**src/rtl/dab_pwm_pkg.sv**
```systemverilog
package dab_pwm_pkg;
    localparam int LEGS = 4;

    typedef enum logic [1:0] {
        LEG_MASTER = 2'd0,
        LEG_B1_LAG = 2'd1,
        LEG_B2_REF = 2'd2,
        LEG_B2_LAG = 2'd3
    } leg_e;
endpackage

```
**src/rtl/dab_carrier.sv**
```systemverilog
module dab_carrier
    import dab_pwm_pkg::*;
#(
    parameter  int CNT_W = 16,
    localparam int PW    = CNT_W + 1,
    localparam int SW    = CNT_W + 3
) (
    input  logic                          clk,
    input  logic                          rst_n,
    input  logic                          tick,
    input  logic [CNT_W-1:0]              period,
    input  logic [CNT_W-1:0]              lag_a,
    input  logic [CNT_W-1:0]              lag_b,
    input  logic signed [CNT_W:0]         shift,
    output logic [PW-1:0]                 mpos_o,
    output logic [LEGS-2:0][PW-1:0]       lpos_o,
    output logic [LEGS-2:0][PW-1:0]       off_o
);
    typedef struct packed {
        logic [PW-1:0]           mpos;
        logic [LEGS-2:0][PW-1:0] lpos;
        logic [LEGS-2:0][PW-1:0] off;
    } car_t;

    car_t s_d, s_q;

    logic [PW-1:0]           full_w;
    logic [PW-1:0]           last_w;
    logic [LEGS-2:0][SW-1:0] req_w;

    // reduce a signed lag into 0 .. full-1 (one correction covers the legal ranges)
    function automatic logic [PW-1:0] wrap_pos(input logic signed [SW-1:0] v,
                                               input logic [PW-1:0] full);
        logic signed [SW-1:0] f;
        f = $signed({2'b00, full});
        if (v < 0)
            return PW'(v + f);
        else if (v >= f)
            return PW'(v - f);
        return PW'(v);
    endfunction

    assign full_w   = {period, 1'b0};
    assign last_w   = full_w - 1'b1;
    assign req_w[0] = {3'b000, lag_a};
    assign req_w[1] = {{2{shift[CNT_W]}}, shift};
    assign req_w[2] = SW'($signed({3'b000, lag_b}) + $signed({{2{shift[CNT_W]}}, shift}));

    always_comb begin
        s_d = s_q;
        if (tick) begin
            if (s_q.mpos >= last_w) begin
                s_d.mpos = '0;
                for (int i = 0; i < LEGS - 1; i++) begin
                    s_d.off[i]  = wrap_pos($signed(req_w[i]), full_w);
                    s_d.lpos[i] = (s_d.off[i] == '0) ? '0 : full_w - s_d.off[i];
                end
            end else begin
                s_d.mpos = s_q.mpos + 1'b1;
                for (int i = 0; i < LEGS - 1; i++) begin
                    s_d.lpos[i] = (s_q.lpos[i] >= last_w) ? '0 : s_q.lpos[i] + 1'b1;
                end
            end
        end
    end

    always_ff @(posedge clk) begin
        if (!rst_n)
            s_q <= '0;
        else
            s_q <= s_d;
    end

    assign mpos_o = s_q.mpos;
    assign lpos_o = s_q.lpos;
    assign off_o  = s_q.off;
endmodule

```
**src/rtl/dab_deadband.sv**
```systemverilog
module dab_deadband #(
    parameter int DB_W = 8
) (
    input  logic            clk,
    input  logic            rst_n,
    input  logic            tick,
    input  logic            raw,
    input  logic [DB_W-1:0] db,
    output logic            hi,
    output logic            lo
);
    typedef struct packed {
        logic            prev;
        logic [DB_W-1:0] cnt;
    } db_t;

    db_t s_d, s_q;
    logic settled_w;

    always_comb begin
        s_d = s_q;
        if (tick) begin
            s_d.prev = raw;
            if (raw != s_q.prev)
                s_d.cnt = '0;
            else if (s_q.cnt < db)
                s_d.cnt = s_q.cnt + 1'b1;
        end
    end

    always_ff @(posedge clk) begin
        if (!rst_n)
            s_q <= '0;
        else
            s_q <= s_d;
    end

    assign settled_w = (s_q.cnt >= db);
    assign hi        = s_q.prev & settled_w;
    assign lo        = ~s_q.prev & settled_w;
endmodule

```
**src/rtl/dab_trip.sv**
```systemverilog
module dab_trip (
    input  logic clk,
    input  logic rst_n,
    input  logic trip,
    input  logic clr,
    output logic block
);
    logic hold_d, hold_q;

    always_comb begin
        hold_d = hold_q;
        if (trip)
            hold_d = 1'b1;
        else if (clr)
            hold_d = 1'b0;
    end

    // comes out of reset tripped: gates stay off until software-free explicit release
    always_ff @(posedge clk) begin
        if (!rst_n)
            hold_q <= 1'b1;
        else
            hold_q <= hold_d;
    end

    assign block = hold_q | trip;
endmodule

```
**src/rtl/dab_phase_pwm.sv**
```systemverilog
module dab_phase_pwm
    import dab_pwm_pkg::*;
#(
    parameter  int CNT_W = 16,
    parameter  int DB_W  = 8,
    localparam int PW    = CNT_W + 1
) (
    input  logic                  clk,
    input  logic                  rst_n,
    input  logic                  tick_en,
    input  logic [CNT_W-1:0]      period,
    input  logic [DB_W-1:0]       dead_cnt,
    input  logic [CNT_W-1:0]      lag_a,
    input  logic [CNT_W-1:0]      lag_b,
    input  logic signed [CNT_W:0] bridge_shift,
    input  logic                  trip,
    input  logic                  trip_clr,
    output logic [3:0]            gate_hi,
    output logic [3:0]            gate_lo
);
    logic [PW-1:0]           mpos_w;
    logic [LEGS-2:0][PW-1:0] lpos_w;
    logic [LEGS-2:0][PW-1:0] off_w;
    logic [LEGS-1:0][PW-1:0] leg_pos_w;
    logic [LEGS-1:0]         raw_w;
    logic [LEGS-1:0]         hi_w;
    logic [LEGS-1:0]         lo_w;
    logic [PW-1:0]           full_w;
    logic [PW-1:0]           half_w;
    logic                    block_w;

    dab_carrier #(.CNT_W(CNT_W)) car_i (
        .clk    (clk),
        .rst_n  (rst_n),
        .tick   (tick_en),
        .period (period),
        .lag_a  (lag_a),
        .lag_b  (lag_b),
        .shift  (bridge_shift),
        .mpos_o (mpos_w),
        .lpos_o (lpos_w),
        .off_o  (off_w)
    );

    assign full_w = {period, 1'b0};
    assign half_w = PW'(period >> 1);

    generate
        for (genvar g = 0; g < LEGS; g++) begin : g_leg
            if (g == 0) begin : g_master
                assign leg_pos_w[g] = mpos_w;
            end else begin : g_slave
                assign leg_pos_w[g] = lpos_w[g-1];
            end

            // rising compare crossing sets, falling compare crossing clears
            assign raw_w[g] = (leg_pos_w[g] >= half_w) && (leg_pos_w[g] < full_w - half_w);

            dab_deadband #(.DB_W(DB_W)) db_i (
                .clk   (clk),
                .rst_n (rst_n),
                .tick  (tick_en),
                .raw   (raw_w[g]),
                .db    (dead_cnt),
                .hi    (hi_w[g]),
                .lo    (lo_w[g])
            );
        end
    endgenerate

    dab_trip trip_i (
        .clk   (clk),
        .rst_n (rst_n),
        .trip  (trip),
        .clr   (trip_clr),
        .block (block_w)
    );

    assign gate_hi = hi_w & {LEGS{~block_w}};
    assign gate_lo = lo_w & {LEGS{~block_w}};
endmodule

```
**config.mk**
```make
export PLATFORM = sky130hd
export DESIGN_NAME = dab_phase_pwm
export DESIGN_NICKNAME = d
export VERILOG_FILES = /design/src/rtl/dab_pwm_pkg.sv /design/src/rtl/dab_carrier.sv /design/src/rtl/dab_deadband.sv /design/src/rtl/dab_trip.sv /design/src/rtl/dab_phase_pwm.sv
export SDC_FILE = /design/constraint.sdc
export NUM_CORES = 1
export LEC_CHECK = 0
export ABC_AREA = 1
export BUFFER_PORTS_ARGS = -buffer_cell sky130_fd_sc_hd__buf_2
export CORE_UTILIZATION = 45
export CTS_BUF_LIST = sky130_fd_sc_hd__clkbuf_4 sky130_fd_sc_hd__clkbuf_8
export DETAILED_ROUTE_END_ITERATION = 10
export PLACE_DENSITY_LB_ADDON = 0.15
export SYNTH_ARGS = -nofsm -noshare
export SYNTH_HDL_FRONTEND = slang
export SYNTH_HIERARCHICAL = 1
export SYNTH_SLANG_ARGS = --single-unit
```
**constraint.sdc**
```tcl
create_clock -name clk -period 7.35 [get_ports clk]
set_clock_uncertainty 0.15 [all_clocks]
set_input_delay 1.8375 -clock clk [delete_from_list [all_inputs] [get_ports clk]]
set_output_delay 1.8375 -clock clk [all_outputs]
set_load 0.01 [all_outputs]
```
==> run summary <==
CTS tree = done
Hold Buf Count CTS = 0
setup bufs post-CTS = 0
IO Port Bufs = 85
vias in the first global route = 19765
CP Data Required Time = 7.56 ns
Initial DRT Pass Iterations = 6
setup ws final = 0.898 ns
Cells after Synth = 3158
n_diodes = 0
Hold Path Class = reg2reg
Critical Path Fanout Max = 5
crit-path max cell delay = 0.31 ns
synthesis-to-finish area growth = 7.25%
clock transition at the registers of the reported paths = 0.13 ns
Hold Vio Cnt, Final = 0
R2R Setup Slk = 3.89 ns
fillcell total = 4617
Worst Max-Slew Pin Slew = 1.31 ns
CTS Sinks = 105
core area = 43200 um2
initial antenna violation count = 0
Leakage = 11.0 nW
CTS root buf = clkbuf_8
fin crit period = 6.45 ns
placed inst area = 20900 um2
Initial Util = 0.457
die area = 44700 um2
commonest non-fill, non-tap cell in the layout = nand2_1
RR Endpoint = car_i/lpos_o[0]
Min Hold Slack = 0.315 ns
fin area = 21100 um2
Data arrival, critical path = 6.66 ns
Top-Level Pins = 86
Reg area = 2100 um2
Post-route DRC = 0
gr usage total = 0.311
largest net degree at the start of global routing = 62
Non-Filler Instances = 3835
Critical Path Sink Type = flop
via count = 21357
total grt overflow = 0
Startpoint Class = input pin
PD cells = 153 nW/um2
Rel. slew slack = 0.123
synthesized area = 19700 um2
H-tree depth = 3
Total Wirelength = 69600 um
total power draw = 3.24 mW
Synthesized Nets = 3609
Syn Area/Cell = 6.24 um2
Hold Crit Start = trip_i/hold_q
antenna viol nets, final = 0
status = complete, no violations
WS Path Type = in2reg
f_max = 155 MHz
global-route wire length before repair = 108000 um
commonest non-fill, non-tap cells in the layout = 670 x nand2_1, 450 x inv_1, 365 x ha_1
TNS Setup = 0 ns
synth warn = 6
Via density = 5.57
DP HPWL = 57000 um
Die Span Y = 211 um
pre-CTS worst setup slack = 0.482 ns
VDD IR max = 0.0823 mV
footprint of the multi-input gates = 15500 um2
Placer Congestion = 1.02
Hold Path End = trip_i/hold_q
Starting DRT DRC Count = 1611
Hold Path Depth = 2
die width = 211 um
clock buffer depth = 2
fraction of layout cells with a size suffix above 1 = 0.0788
Placement Rows = 76
CTS-repair resized insts = 0
Max Cap Violations = 0
RSZ-0062 raised after global routing = false
post-layout util = 0.490
CP dominant cell by count = nand2_1
final period utilization = 0.878
crit path max-delay cell type = ha_1
final setup violation count = 0
R2R Path Start = car_i/lpos_o[2]
r2r worst-path depth = 12
worst skew pair latency = 0.46 ns
Max Slew Vio Count = 0
placed cells = 3819
total CTS buffers = 9
nets@finish = 3696
WL/cell = 18.2 um
-- flip-flops by register name, indices dropped and copies added, names as in the netlist --
signal and cells:
trip_i/hold_q 1, g_leg.db_i/s_q 36, car_i/mpos_o 17, car_i/lpos_o 51
-- worst max-delay path by stage --
stage,slack [ns],from,endpoint,cells after the start
6_report,0.90,period[0],car_i/lpos_o[50],34
5_1_grt,0.34,period[0],car_i/lpos_o[32],33
4_1_cts,0.97,bridge_shift[4],car_i/lpos_o[50],29
3_5_place_dp,0.48,bridge_shift[4],car_i/lpos_o[50],30
3_3_place_gp,0.49,bridge_shift[4],car_i/lpos_o[50],30
2_1_floorplan,1.16,lag_b[5],car_i/lpos_o[50],30
-- metal layers --
metal | global-route usage | up-vias | wire (um)
li1 | - | 10779 | -
met1 | 0.412 | 9777 | 31000
met2 | 0.506 | 671 | 30900
met3 | 0.0371 | 130 | 4600
met4 | 0.140 | 0 | 3040
met5 | 0 | - | 0
-- report_power, final --
group	total, mW	internal (mW)	leakage, nW	switching, mW
Clock	0.423	0.167	0.107	0.256
Combinational	2.15	0.756	10.0	1.40
Sequential	0.668	0.602	0.862	0.0659
Total	3.24	1.52	11.0	1.72
-- worst max-delay path: cells and delay by family --
kind,cells,cell delay (ns)
adder cells (fa/ha/maj),3,0.85
AND/OR/NAND/NOR,18,2.34
AO/OA/AOI/OAI,6,0.84
buffers and inverters,7,0.79
-- layout make-up --
cell class	count	area share
Multi-Input combinational cell	2527	0.734
Inverter	466	0.0831
Timing Repair Buffer	136	0.0383
Tap cell	585	0.0346
Clock inverter	7	0.00467
Clock buffer	9	0.00586
Sequential cell	105	0.0994
Power figures use the tool's default switching activity.
